$ cat config.mk
export PLATFORM = sky130hd
export DESIGN_NAME = sra_slave
export DESIGN_NICKNAME = d
export VERILOG_FILES = /design/src/rtl/sra_pkg.sv /design/src/rtl/sra_pin_sync.sv /design/src/rtl/sra_frame_rx.sv /design/src/rtl/sra_read_tx.sv /design/src/rtl/sra_slave.sv
export SDC_FILE = /design/constraint.sdc
export NUM_CORES = 1
export LEC_CHECK = 0
export BUFFER_PORTS_ARGS = -buffer_cell sky130_fd_sc_hd__buf_2
export CAP_MARGIN = 20
export CORE_ASPECT_RATIO = 1.75
export CORE_MARGIN = 5
export CORE_UTILIZATION = 41
export CTS_CLUSTER_SIZE = 25
export DETAILED_ROUTE_END_ITERATION = 8
export GPL_TIMING_DRIVEN = 0
export SETUP_SLACK_MARGIN = 0.2
export SLEW_MARGIN = 20
export SYNTH_ARGS = -nofsm -noshare
export SYNTH_HDL_FRONTEND = slang
export SYNTH_SLANG_ARGS = --single-unit
$ cat constraint.sdc
create_clock -name clk -period 1.85 [get_ports clk]
set_clock_uncertainty 0.2 [all_clocks]
set_input_delay 0.185 -clock clk [delete_from_list [all_inputs] [get_ports clk]]
set_output_delay 0.185 -clock clk [all_outputs]
set_load 0.01 [all_outputs]
$ cat src/rtl/sra_pkg.sv
package sra_pkg;

  typedef enum logic [1:0] {
    RX_IDLE = 2'd0,
    RX_RECV = 2'd1,
    RX_DONE = 2'd2
  } rx_state_e;

  typedef enum logic [2:0] {
    FLD_START = 3'd0,
    FLD_OP    = 3'd1,
    FLD_ADDR  = 3'd2,
    FLD_DATA  = 3'd3,
    FLD_EXTRA = 3'd4
  } field_e;

  // Role of the bit at position idx within a frame.
  function automatic field_e field_of(input int idx, input int aw, input int dw);
    if (idx == 0)            return FLD_START;
    if (idx == 1)            return FLD_OP;
    if (idx < 2 + aw)        return FLD_ADDR;
    if (idx < 2 + aw + dw)   return FLD_DATA;
    return FLD_EXTRA;
  endfunction

  function automatic logic edge_rise(input logic now_lvl, input logic old_lvl);
    return now_lvl & ~old_lvl;
  endfunction

  function automatic logic edge_fall(input logic now_lvl, input logic old_lvl);
    return ~now_lvl & old_lvl;
  endfunction

endpackage

$ cat src/rtl/sra_pin_sync.sv
module sra_pin_sync #(
  parameter int           W       = 3,
  parameter int           STAGES  = 2,
  parameter logic [W-1:0] RST_VAL = '0
) (
  input  logic         clk,
  input  logic         rst_n,
  input  logic [W-1:0] pins_in,
  output logic [W-1:0] lvl,
  output logic [W-1:0] prv
);

  logic [STAGES-1:0][W-1:0] pipe;

  generate
    if (STAGES > 1) begin : g_chain
      always_ff @(posedge clk or negedge rst_n) begin
        if (!rst_n) pipe <= {STAGES{RST_VAL}};
        else        pipe <= {pipe[STAGES-2:0], pins_in};
      end
    end else begin : g_single
      always_ff @(posedge clk or negedge rst_n) begin
        if (!rst_n) pipe <= {STAGES{RST_VAL}};
        else        pipe <= pins_in;
      end
    end
  endgenerate

  assign lvl = pipe[STAGES-1];

  // One-cycle-delayed copy used for edge detection.
  always_ff @(posedge clk or negedge rst_n) begin
    if (!rst_n) prv <= RST_VAL;
    else        prv <= lvl;
  end

endmodule

$ cat src/rtl/sra_frame_rx.sv
module sra_frame_rx
  import sra_pkg::*;
#(
  parameter int ADDR_W = 10,
  parameter int DATA_W = 8
) (
  input  logic              clk,
  input  logic              rst_n,
  input  logic              cs_fall,
  input  logic              sclk_fall,
  input  logic              sdi_lvl,
  output logic              reg_wr,
  output logic              reg_rd,
  output logic [ADDR_W-1:0] reg_addr,
  output logic [DATA_W-1:0] reg_wdata
);

  localparam int LAST_IDX = 1 + ADDR_W + DATA_W;
  localparam int CNT_W    = $clog2(LAST_IDX + 2);
  localparam logic [CNT_W-1:0] ADDR_END = CNT_W'(1 + ADDR_W);
  localparam logic [CNT_W-1:0] DATA_END = CNT_W'(LAST_IDX);

  rx_state_e         st;
  logic [CNT_W-1:0]  bitcnt;
  logic              is_rd;
  logic [ADDR_W-1:0] addr_sh;
  logic [DATA_W-1:0] data_sh;
  logic              pend;
  logic [ADDR_W-1:0] pend_addr;
  logic [DATA_W-1:0] pend_data;

  // Named internal events
  field_e            fld;
  logic              take_bit;
  logic              commit_now;
  logic              bad_start;
  logic              addr_done;
  logic              data_done;
  logic [ADDR_W-1:0] addr_next;
  logic [DATA_W-1:0] data_next;

  assign fld        = field_of(int'(bitcnt), ADDR_W, DATA_W);
  assign take_bit   = sclk_fall && (st == RX_RECV) && !cs_fall;
  assign commit_now = sclk_fall && pend;
  assign bad_start  = take_bit && (fld == FLD_START) && !sdi_lvl;
  assign addr_next  = {addr_sh[ADDR_W-2:0], sdi_lvl};
  assign data_next  = {data_sh[DATA_W-2:0], sdi_lvl};
  assign addr_done  = take_bit && (fld == FLD_ADDR) && (bitcnt == ADDR_END);
  assign data_done  = take_bit && (fld == FLD_DATA) && (bitcnt == DATA_END);

  always_ff @(posedge clk or negedge rst_n) begin
    if (!rst_n) begin
      st        <= RX_IDLE;
      bitcnt    <= '0;
      is_rd     <= 1'b0;
      addr_sh   <= '0;
      data_sh   <= '0;
      pend      <= 1'b0;
      pend_addr <= '0;
      pend_data <= '0;
      reg_wr    <= 1'b0;
      reg_rd    <= 1'b0;
      reg_addr  <= '0;
      reg_wdata <= '0;
    end else begin
      reg_wr <= 1'b0;
      reg_rd <= 1'b0;

      // Held write goes out on any falling serial clock edge.
      if (commit_now) begin
        reg_wr    <= 1'b1;
        reg_addr  <= pend_addr;
        reg_wdata <= pend_data;
        pend      <= 1'b0;
      end

      if (cs_fall) begin
        st     <= RX_RECV;
        bitcnt <= '0;
      end else if (take_bit) begin
        bitcnt <= bitcnt + 1'b1;
        unique case (fld)
          FLD_START: if (bad_start) st <= RX_DONE;
          FLD_OP:    is_rd <= sdi_lvl;
          FLD_ADDR: begin
            addr_sh <= addr_next;
            if (addr_done && is_rd) begin
              reg_rd   <= 1'b1;
              reg_addr <= addr_next;
              st       <= RX_DONE;
            end
          end
          FLD_DATA: begin
            data_sh <= data_next;
            if (data_done) begin
              pend      <= 1'b1;
              pend_addr <= addr_sh;
              pend_data <= data_next;
              st        <= RX_DONE;
            end
          end
          default: st <= RX_DONE;
        endcase
      end
    end
  end

  AST_WR_ON_FALL: assert property (@(posedge clk) disable iff (!rst_n)
    reg_wr |-> $past(sclk_fall));
  AST_WR_SINGLE: assert property (@(posedge clk) disable iff (!rst_n)
    reg_wr |=> !reg_wr);
  AST_RD_ON_FALL: assert property (@(posedge clk) disable iff (!rst_n)
    reg_rd |-> $past(sclk_fall));
  AST_STROBE_EXCL: assert property (@(posedge clk) disable iff (!rst_n)
    !(reg_wr && reg_rd));
  AST_NO_ACCESS_ON_CS_FALL: assert property (@(posedge clk) disable iff (!rst_n)
    reg_rd |-> !$past(cs_fall));

endmodule

$ cat src/rtl/sra_read_tx.sv
module sra_read_tx #(
  parameter int DATA_W = 8
) (
  input  logic              clk,
  input  logic              rst_n,
  input  logic              cs_fall,
  input  logic              cs_lvl,
  input  logic              sclk_rise,
  input  logic              rd_stb,
  input  logic [DATA_W-1:0] rdata,
  output logic              sdo,
  output logic              sdo_oe
);

  localparam int SH_W   = DATA_W + 1;
  localparam int OCNT_W = $clog2(SH_W + 1);
  localparam logic [OCNT_W-1:0] OCNT_END = OCNT_W'(SH_W);

  logic              armed,    armed_n;
  logic              shifting, shifting_n;
  logic [OCNT_W-1:0] ocnt,     ocnt_n;
  logic [SH_W-1:0]   shreg,    shreg_n;
  logic              cur_bit,  cur_bit_n;

  // Named internal events
  logic load_evt;
  logic step_evt;
  logic stop_evt;

  assign load_evt = !cs_fall && rd_stb;
  assign step_evt = !cs_fall && !rd_stb && sclk_rise && armed && (ocnt < OCNT_END);
  assign stop_evt = !cs_fall && !rd_stb && sclk_rise && armed && (ocnt == OCNT_END);

  always_comb begin
    armed_n    = armed;
    shifting_n = shifting;
    ocnt_n     = ocnt;
    shreg_n    = shreg;
    cur_bit_n  = cur_bit;
    if (cs_fall) begin
      armed_n    = 1'b0;
      shifting_n = 1'b0;
    end else if (load_evt) begin
      shreg_n    = {1'b0, rdata};
      armed_n    = 1'b1;
      shifting_n = 1'b0;
      ocnt_n     = '0;
    end else if (step_evt) begin
      cur_bit_n  = shreg[SH_W-1];
      shreg_n    = {shreg[SH_W-2:0], 1'b0};
      shifting_n = 1'b1;
      ocnt_n     = ocnt + 1'b1;
    end else if (stop_evt) begin
      armed_n    = 1'b0;
      shifting_n = 1'b0;
    end
  end

  always_ff @(posedge clk or negedge rst_n) begin
    if (!rst_n) begin
      armed    <= 1'b0;
      shifting <= 1'b0;
      ocnt     <= '0;
      shreg    <= '0;
      cur_bit  <= 1'b0;
      sdo      <= 1'b0;
      sdo_oe   <= 1'b0;
    end else begin
      armed    <= armed_n;
      shifting <= shifting_n;
      ocnt     <= ocnt_n;
      shreg    <= shreg_n;
      cur_bit  <= cur_bit_n;
      sdo_oe   <= shifting_n & ~cs_lvl;
      sdo      <= shifting_n & ~cs_lvl & cur_bit_n;
    end
  end

  AST_OE_ON_RISE: assert property (@(posedge clk) disable iff (!rst_n)
    $rose(sdo_oe) |-> $past(sclk_rise));
  AST_LEAD_ZERO: assert property (@(posedge clk) disable iff (!rst_n)
    $rose(sdo_oe) |-> !sdo);
  AST_SDO_MOVES_ON_RISE: assert property (@(posedge clk) disable iff (!rst_n)
    (sdo_oe && $past(sdo_oe) && !$stable(sdo)) |-> $past(sclk_rise));
  AST_OE_NEEDS_LOAD: assert property (@(posedge clk) disable iff (!rst_n)
    $rose(sdo_oe) |-> $past(armed));

endmodule

$ cat src/rtl/sra_slave.sv
module sra_slave
  import sra_pkg::*;
#(
  parameter int ADDR_W      = 10,
  parameter int DATA_W      = 8,
  parameter int SYNC_STAGES = 2
) (
  input  logic              clk,
  input  logic              rst_n,
  input  logic              cs_n,
  input  logic              sclk,
  input  logic              sdi,
  output logic              sdo,
  output logic              sdo_oe,
  output logic [ADDR_W-1:0] reg_addr,
  output logic [DATA_W-1:0] reg_wdata,
  output logic              reg_wr,
  output logic              reg_rd,
  input  logic [DATA_W-1:0] reg_rdata
);

  localparam int PIN_CS   = 0;
  localparam int PIN_SCLK = 1;
  localparam int PIN_SDI  = 2;
  localparam int NPINS    = 3;
  // Idle levels: chip select and serial clock high, data low.
  localparam logic [NPINS-1:0] PIN_IDLE = 3'b011;

  logic [NPINS-1:0] pin_lvl;
  logic [NPINS-1:0] pin_prv;

  sra_pin_sync #(
    .W       (NPINS),
    .STAGES  (SYNC_STAGES),
    .RST_VAL (PIN_IDLE)
  ) u_sync (
    .clk     (clk),
    .rst_n   (rst_n),
    .pins_in ({sdi, sclk, cs_n}),
    .lvl     (pin_lvl),
    .prv     (pin_prv)
  );

  // Named edge events shared by the frame and output logic
  logic cs_lvl, cs_fall, sclk_rise, sclk_fall, sdi_lvl, sdi_prv;

  assign cs_lvl    = pin_lvl[PIN_CS];
  assign cs_fall   = edge_fall(pin_lvl[PIN_CS],   pin_prv[PIN_CS]);
  assign sclk_rise = edge_rise(pin_lvl[PIN_SCLK], pin_prv[PIN_SCLK]);
  assign sclk_fall = edge_fall(pin_lvl[PIN_SCLK], pin_prv[PIN_SCLK]);
  assign sdi_lvl   = pin_lvl[PIN_SDI];
  assign sdi_prv   = pin_prv[PIN_SDI];

  sra_frame_rx #(
    .ADDR_W (ADDR_W),
    .DATA_W (DATA_W)
  ) u_rx (
    .clk       (clk),
    .rst_n     (rst_n),
    .cs_fall   (cs_fall),
    .sclk_fall (sclk_fall),
    .sdi_lvl   (sdi_lvl),
    .reg_wr    (reg_wr),
    .reg_rd    (reg_rd),
    .reg_addr  (reg_addr),
    .reg_wdata (reg_wdata)
  );

  sra_read_tx #(
    .DATA_W (DATA_W)
  ) u_tx (
    .clk       (clk),
    .rst_n     (rst_n),
    .cs_fall   (cs_fall),
    .cs_lvl    (cs_lvl),
    .sclk_rise (sclk_rise),
    .rd_stb    (reg_rd),
    .rdata     (reg_rdata),
    .sdo       (sdo),
    .sdo_oe    (sdo_oe)
  );

  AST_SDI_SETTLED: assert property (@(posedge clk) disable iff (!rst_n)
    sclk_fall |-> (sdi_lvl == sdi_prv));
  AST_OE_CS_LOW: assert property (@(posedge clk) disable iff (!rst_n)
    sdo_oe |-> !$past(cs_n, 3));

endmodule

## Word level (Yosys, flattened, before mapping)

Cells that the tools add are included.

- $add $sub $neg: 2
- Magnitude comparators: 3
- Equality and inequality tests: 13
- Mux-type cells: 56
- Bitwise logic cells: 9
- Reduce and logical (&&, ||, !) cells: 31

Operators with widths:

| kind | number |
|---|---|
| 10-bit two-way mux | 5 |
| 1-bit two-way mux | 31 |
| 3-bit two-way mux | 8 |
| 9-bit two-way mux | 2 |
| 1-bit logical AND | 16 |
| 2-bit two-way mux | 5 |
| 5-bit two-way mux | 2 |
| 3-bit by 1-bit != test with 1-bit output, second input constant | 3 |
| 3-bit AND reduction | 3 |
| 4-bit two-way mux | 2 |
| 2-bit one-hot mux with 4 select lines | 1 |
| 3-bit by 2-bit == test with 1-bit output, second input constant | 2 |
| 5-bit by 1-bit adder with 5-bit output, second input constant | 1 |
| 1-bit AND | 5 |
| 5-bit by 2-bit == test with 1-bit output, second input constant | 1 |
| 5-bit by 4-bit == test with 1-bit output, second input constant | 1 |
| 5-bit == test, second input constant | 1 |
| 5-bit logical NOT | 1 |
| 5-bit by 4-bit < comparator with 1-bit output, second input constant | 1 |
| 5-bit < comparator, second input constant | 1 |
| 5-bit AND reduction | 1 |
| 4-bit by 1-bit adder with 4-bit output, second input constant | 1 |
| 4-bit == test, second input constant | 1 |
| 4-bit < comparator, second input constant | 1 |
| 11 further kinds | 18 |

- Register bits after elaboration: 90
- Bits of input ports: 13
- Logic and storage cells: 136

## Depth between registers and ports, before layout

Gate-level depths: netlist (run 1).

- Depth in word-level cells: 20
- Mapped depth: 7
- Mapped depth without buffers: 6

## By module

Synthesis (run 1) repeated with hierarchy kept, for this count alone.

- Cells, all modules: 297
- Area total of the unflattened synthesis: 4031.4 µm²

By module, submodules not included:

| module | instances | cells an instance | area each (µm²) | sequential area each (µm²) |
|---|---|---|---|---|
| sra_frame_rx | 1 | 189 | 2813.9 | 1601.5 |
| sra_read_tx | 1 | 93 | 940.9 | 450.4 |
| sra_pin_sync | 1 | 12 | 255.2 | 232.7 |
| sra_slave | 1 | 3 | 21.3 | 0.0 |

## Least setup slack after synthesis (run 1)

OpenSTA, ideal clock, no wires.

- Kind: register to register
- Start point: reg u_tx.ocnt[0]
- End point: reg u_tx.ocnt[0]
- Library setup time: 0.125 ns
- Data arrival time: 1.695 ns
- Required time: 1.525 ns
- Slack: -0.170 ns
- Stages on the path, launching flop included: 7
- Clock period less this slack: 2.020 ns
- Cells stage by stage: dfrtp_1 -> inv_1 -> ha_1 -> nand2b_2 -> a2111oi_4 -> nor2_2 -> mux2_2

- Longest elaborated chain between the ends: 4

RTL lines:

| element | line | RTL |
|---|---|---|
| from (decl) | sra_read_tx.sv:21 | `logic [OCNT_W-1:0] ocnt, ocnt_n;` |
| from (signal assigned) | sra_read_tx.sv:71 | `ocnt <= ocnt_n;` |
| 4-bit < comparator | sra_read_tx.sv:31 | `assign step_evt = !cs_fall && !rd_stb && sclk_rise && armed && (ocnt < OCNT_END);` |
| 1-bit logical AND | sra_read_tx.sv:31 |  |
| 2-bit nonzero test (no line) | - |  |
| 2-bit AND reduction (no line) | - |  |

Parallel ways exist; a longest one is shown, timed or not. The select of a mux whose other input is x is not followed.
A chain may end at the register's enable or synchronous reset.

## Worst setup path in the final report (run 1)

- Start point: reg u_sync.pipe, in the netlist u_sync.lvl[1]
- End point: reg u_rx.pend_data[2]

- Longest elaborated chain between the ends: 7

RTL lines:

| element | line | RTL |
|---|---|---|
| from (decl) | sra_pin_sync.sv:13 | `logic [STAGES-1:0][W-1:0] pipe;` |
| from (signal assigned) | sra_pin_sync.sv:18 | `if (!rst_n) pipe <= {STAGES{RST_VAL}};` |
| from (signal assigned) | sra_pin_sync.sv:19 | `else pipe <= {pipe[STAGES-2:0], pins_in};` |
| 1-bit NOT * | sra_pkg.sv:31 | `return ~now_lvl & old_lvl;` |
| 1-bit AND * | sra_pkg.sv:31 |  |
| 1-bit logical AND * (2 in a row) | sra_frame_rx.sv:43 | `assign take_bit = sclk_fall && (st == RX_RECV) && !cs_fall;` |
| 1-bit logical AND (2 in a row) | sra_frame_rx.sv:49 | `assign data_done = take_bit && (fld == FLD_DATA) && (bitcnt == DATA_END);` |
| 4-bit AND reduction (no line) * | - |  |
| to (signal assigned) | sra_frame_rx.sv:98 | `pend_data <= data_next;` |
| to (decl) | sra_frame_rx.sv:30 | `logic [DATA_W-1:0] pend_data;` |

Every way passes the cells marked *; elsewhere a longest branch is shown, timed or not.

==> out/metrics.cfg, run 1 <==
[synth]
synth-simple-area-share_pct = 13.5
synth-adder-area-share_pct = 1.99
synth_compound_area_share_pct = 8.22
synth_top_family_by_area = simple AND/OR/NAND/NOR gates
synth.largest_area_cell = dfrtp_1
ys_types = 47
yosys-top-cells-area = dfrtp_1, mux2_2, nand2_1
syn-cell-area_sq_mm = 0.00377
yosys_most_used_dff = dfrtp_1
yosysWarnings = 0
syn_area_per_cell_sq_um = 12.1
synth_edf_count = 0
syn_inst = 312
synthMuxAreaShare_pct = 12.7
async_flop_share_pct = 100
synth_top_area_share_pct = 55.7
synth_fp_nets = 331
synth-seq-cells = 90
synth-xor-area-share_pct = 0.928
yosysSeqAreaShare_pct = 59.9

[clock_network]
cts_buffers = 9
clk_latency_ns = 0.33
cts.clk_slew.worst_paths_ns = 0.06
clkSinkCount = 90
clockBufferDepth = 2
cts_tree = done
cts_root_buf = clkbuf_16
htreeDepth = 3

[detailed_routing]
vias = 2620
wl_per_cell_um = 15.7
drt_first_pass_iters = 4
wl_mm = 8.26
antenna_left = 0
drtIter0Drc = 102
route.detailed.drc = 0
vias_per_cell = 4.99

[final_layout]
layout_commonest_cell = dfrtp_1
n_fill_cell = 750
layout.nets = 420
fin_cells = 525
areaGrowthSynthToFinish_pct = 38.7
diodes = 0
final_cell_mix = dfrtp_1, nand2_1, buf_2, mux2_4, mux2_2
drive_gt1_share_pct = 46.2

[floorplanning]
ios = 35
core_sq_mm = 0.00904
initial_core_util_pct = 41.8
num_rows = 46
die-area_sq_mm = 0.0113
die_h_um = 137
die_w_um = 82.5

[critical_path]
required_ns = 1.86
rr_startpoint = u_sync.lvl[1]$_DFF_PN1_
cpPeakStageDelay_ns = 0.57
crit_chain = and4bb_1, buf_6, and2_4, nand4_4, clkbuf_16, mux2_4
start_kind = flip-flop
worstSetupPathType = flip-flop to flip-flop
worstPathArrival_ns = 2.05
cpMaxStageDelayCell = dfstp_2
end_kind = flip-flop
worstPathMaxFanout = 5
worstRegToRegCells = 6
startpoint = u_sync.lvl[1]$_DFF_PN1_

[sta]
layout_min_cycle_time_ns = 2.03
rsz0062_at_grt = true
hold_viol = 0
maxSlewViolCount = 0
slew_headroom_pct = 63.4
fmax_mhz = 492
worst_pin_slew_ns = 0.548
layout_setup_ws_ns = -0.184
tns_ns = -6.96
final-setup-viol-count = 68
finalCritPeriodShare_pct = 110
hold_slack_ns = 0.154

[job]
drv_cap = 0

[pwr]
power_frac_seq_pct = 50.5
power_frac_comb_pct = 12.0
swShare_pct = 24.7
p_leak_nw = 2.71
power_mw = 4.32
p_clk_share_pct = 37.6
irDropWorstVdd_mv = 0.580
p_sw_mw = 1.07
p_per_area_mw_per_mm2 = 825
p_int_mw = 3.25

[global_route]
gr-usage-all-layers_pct = 15.3
grt_start_max_net_pins = 51
antenna_found_initial = 0
grt_pass1_vias = 2699
grt_pass1_wl_mm = 13.1
globalRouteOverflowTotal = 0

[placed_design]
io_buffers = 34
dp_slack_ns = -0.464
place_congestion = 0.748
dpl.hpwl_mm = 4.86
dp.cells = 467

[outcome]
outcome = finished, violations left
violations = negative setup slack

[min_path]
hp-class = flip-flop to flip-flop
hp-start = u_sync.pipe[2]$_DFF_PN0_
whs_path_depth = 0

-- stage by stage --
step	util, %	instance area (sq um)
after CTS	54.7	4940
final	57.9	5230
after global placement	45.5	4120
after global routing	57.9	5230
after floorplan	-	3790
after detailed placement	45.9	4150
-- worst max-delay path: cells and delay by family, from the launching register on --
family	cells	cell delay, ns
simple gates	3	0.54
flops	1	0.57
mux	1	0.30
buf+inv	2	0.30
-- cell type report --
class,count,area [sq um],share of cell area [%]
Sequential cell,90,2260,43.2
Multi-Input combinational cell,201,1690,32.2
Timing Repair Buffer,78,689,13.2
Clock buffer,11,233,4.45
Tap cell,120,150,2.87
Buffer,13,145,2.77
Inverter,8,35.0,0.669
Clock inverter,4,30.0,0.574
-- repair_timing --
item / 4_1_cts / 5_1_grt
setup buffers: 15 / 11
cloned: 4 / 1
pin swaps: 16 / 17
setup endpoints to repair: 74 / 76
hold buffers: 12 / 0
resized for setup: 62 / 44
endpoints found under the hold margin: 48 / 0
-- sequential cells by signal (all words and copies together) (netlist names), 2 cells and up --
signal,count
u_rx.st,2
u_rx.reg_wdata,8
u_sync.prv,2
u_tx.ocnt,4
u_rx.reg_addr,10
u_rx.pend_addr,10
u_rx.bitcnt,5
u_tx.shreg,9
u_rx.data_sh,7
u_rx.pend_data,8
u_sync.pipe,3
u_sync.lvl,3
u_rx.addr_sh,10
-- path summary, 6_finish.rpt --
check | to | slack [ns]
max | u_rx.pend_data[2]$_DFFE_PN0P_ | -0.18
min | u_sync.lvl[2]$_DFF_PN0_ | 0.15
max reg2reg | u_rx.pend_data[2]$_DFFE_PN0P_ | -0.18
min reg2reg | u_sync.lvl[2]$_DFF_PN0_ | 0.15
max in group asynchronous | u_sync.pipe[0]$_DFF_PN1_ | 0.57
min in group asynchronous | u_rx.pend_addr[6]$_DFFE_PN0P_ | 0.17
-- logic make-up (layout without fill, tap and decap cells) --
logic type               after synthesis  count (layout)
AND/OR/NAND/NOR                      109             109
flip-flops                            90              90
adder cells (fa/ha/maj)                6               6
AO/OA/AOI/OAI                         42              42
XOR/XNOR                               4               4
buffers and inverters                 21             114
multiplexers                          40              40
-- power by group through the flow --
stage | clock, mW | sequential (mW) | combinational (mW)
CTS | 1.66 | 2.16 | 0.450
global placement | 0 | 2.18 | 0.357
finish | 1.62 | 2.18 | 0.517
global route | 1.74 | 2.20 | 0.567
floorplan | 0 | 2.15 | 0.269
detailed placement | 0 | 2.18 | 0.375
-- Yosys cell counts (7+ instances only) --
| master | number |
|---|---|
| dfrtp_1 | 84 |
| nand2_1 | 60 |
| nor2_1 | 26 |
| a21oi_1 | 7 |
| mux2_2 | 28 |
| clkbuf_1 | 9 |
| mux2_4 | 9 |
| inv_1 | 7 |
| a31oi_1 | 11 |
-- layer usage --
metal  track usage, %  vias up  wire [um]
met3             3.23       11        209
li1                 -     1246          -
met2             26.1       36       4510
met4             6.09        0        149
met5                0        -          0
met1             18.6     1327       3390
No activity file was read; power rests on OpenSTA's default activity.
==> run 2, diff against run 1 <==
--- a/config.mk
+++ b/config.mk
@@ -7,12 +7,15 @@
 export LEC_CHECK = 0
 export BUFFER_PORTS_ARGS = -buffer_cell sky130_fd_sc_hd__buf_2
 export CAP_MARGIN = 20
+export CELL_PAD_IN_SITES_DETAIL_PLACEMENT = 1
+export CELL_PAD_IN_SITES_GLOBAL_PLACEMENT = 1
 export CORE_ASPECT_RATIO = 1.75
 export CORE_MARGIN = 5
 export CORE_UTILIZATION = 41
 export CTS_CLUSTER_SIZE = 25
 export DETAILED_ROUTE_END_ITERATION = 8
 export GPL_TIMING_DRIVEN = 0
+export PLACE_DENSITY_LB_ADDON = 0.1
 export SETUP_SLACK_MARGIN = 0.2
 export SLEW_MARGIN = 20
 export SYNTH_ARGS = -nofsm -noshare
==> run 2 against run 1 <==
Against the previous run:
- the flow still finishes with violations (negative setup slack)
- setup slack gained 0.013 ns
- flip-flop and latch count is the same
- non-clock buffer count grew 17
- clock power grew 5%
==> out/metrics.cfg, run 2 (synthesis gave the netlist of run 1 again) <==
[final_layout]
largestRegisters = u_rx.addr_sh (10), u_rx.pend_addr (10), u_rx.reg_addr (10)
layout.nets = 438
final_cell_mix = dfrtp_1, nand2_1, buf_2, buf_6
areaGrowthSynthToFinish_pct = 48.5
n_fill_cell = 923
layout_commonest_cell = dfrtp_1
drive_gt1_share_pct = 53.2
diodes = 0

[sta]
layout_setup_ws_ns = -0.171
tns_ns = -5.63
rsz0062_at_grt = true
finalCritPeriodShare_pct = 109
fmax_mhz = 495
worst_pin_slew_ns = 0.401
hold_viol = 0
final-setup-viol-count = 60
maxSlewViolCount = 0
slew_headroom_pct = 73.2
layout_min_cycle_time_ns = 2.02

[floorplanning]
initial_core_util_pct = 41.8
core_sq_mm = 0.00904
ios = 35
die_w_um = 82.5
die-area_sq_mm = 0.0113
die_h_um = 137
num_rows = 46

[clock_network]
clockBufferDepth = 2
cts_root_buf = clkbuf_16
clk_latency_ns = 0.34
htreeDepth = 3
clkSinkCount = 90
cts.clk_slew.worst_paths_ns = 0.06
cts_buffers = 9
cts_tree = done

[placed_design]
dp_slack_ns = -0.541
io_buffers = 34
place_congestion = 0.721
dpl.hpwl_mm = 5.62

[pwr]
power_frac_comb_pct = 16.4
p_sw_mw = 1.21
p_per_area_mw_per_mm2 = 827
p_leak_nw = 2.93
p_int_mw = 3.43
p_clk_share_pct = 36.7
irDropWorstVdd_mv = 0.566
power_frac_seq_pct = 46.9
swShare_pct = 26.0

[global_route]
gr-usage-all-layers_pct = 18.9
antenna_found_initial = 0
grt_pass1_wl_mm = 15.8
grt_pass1_vias = 3122
globalRouteOverflowTotal = 0
grt_start_max_net_pins = 50

[critical_path]
worstSetupPathType = flip-flop to flip-flop
start_kind = flip-flop
end_kind = flip-flop
required_ns = 1.87
worstPathArrival_ns = 2.04
worstPathMaxFanout = 5

[detailed_routing]
vias_per_cell = 5.13
wl_mm = 10.4
antenna_left = 0
drtIter0Drc = 86
vias = 2785
route.detailed.drc = 0
wl_per_cell_um = 19.1
drt_first_pass_iters = 4

[job]
drv_cap = 0

[min_path]
hp-class = input port to async pin

[outcome]
violations = negative setup slack
outcome = finished, violations left

[run 2: path summary, 6_finish.rpt]
kind | start | to | slack (ns) | cells after the start
worst min register to register | u_sync.pipe[1]$_DFF_PN1_ | u_sync.lvl[1]$_DFF_PN1_ | 0.15 | 0
worst max register to register | u_sync.prv[1]$_DFF_PN1_ | u_rx.pend_addr[1]$_DFFE_PN0P_ | -0.17 | 6
max in group asynchronous | rst_n | u_sync.prv[1]$_DFF_PN1_ | 0.70 | 3
worst min-delay path | rst_n | u_tx.shifting$_DFF_PN0_ | 0.13 | 2
worst max-delay path | u_sync.prv[1]$_DFF_PN1_ | u_rx.pend_addr[1]$_DFFE_PN0P_ | -0.17 | 6
min in group clk | u_sync.pipe[1]$_DFF_PN1_ | u_sync.lvl[1]$_DFF_PN1_ | 0.15 | 0
[run 2: metal layers]
metal | up-vias | track usage (%) | share of wire, %
met1 | 1444 | 20.9 | 37
met3 | 17 | 3.82 | 2.3
met2 | 40 | 34.0 | 58
met4 | 0 | 8.18 | 2.7
li1 | 1284 | - | -
met5 | - | 0 | 0
[run 2: stage by stage]
stage / total power [mW] / area (sq um) / util [%] / hold WS [ns] / cells
floorplan: 2.42 / 3790 / - / -0.311 / 312
global placement: 2.54 / 4120 / 45.5 / 0.0910 / 466
detailed placement: 2.58 / 4150 / 45.9 / -0.0673 / 467
CTS: 4.52 / 5260 / 58.2 / 0.138 / 531
global route: 4.84 / 5600 / 62.0 / 0.161 / 543
finish: 4.64 / 5600 / 62.0 / 0.131 / 543
[run 2: repair_timing]
item                       4_1_cts  5_1_grt
hold endpoints to repair        99        0
pin swaps                       18       20
hold buffers                    12        0
gates resized for setup         99       65
gates cloned                     4        2
setup buffers                   33       10
setup endpoints to repair       75       82
[run 2: critical path: stages (launching register included)]
cell,delay [ns]
dfstp_2,0.53
and4bb_1,0.23
buf_6,0.11
and2_4,0.17
nand4_4,0.15
clkbuf_16,0.22
mux2_4,0.29
[run 2: power by group through the flow]
stage | registers, mW | clock network, mW | logic, mW
floorplan | 2.15 | 0 | 0.269
global placement | 2.18 | 0 | 0.368
detailed placement | 2.18 | 0 | 0.392
CTS | 2.16 | 1.75 | 0.603
global route | 2.19 | 1.83 | 0.823
finish | 2.17 | 1.70 | 0.760
[run 2: cell type report]
class | instances | area [sq um] | area share (%)
Buffer | 13 | 171 | 3.06
Clock buffer | 13 | 260 | 4.64
Clock inverter | 2 | 12.5 | 0.223
Inverter | 8 | 42.5 | 0.759
Multi-Input combinational cell | 202 | 1870 | 33.4
Sequential cell | 90 | 2260 | 40.3
Tap cell | 120 | 150 | 2.68
Timing Repair Buffer | 95 | 836 | 14.9
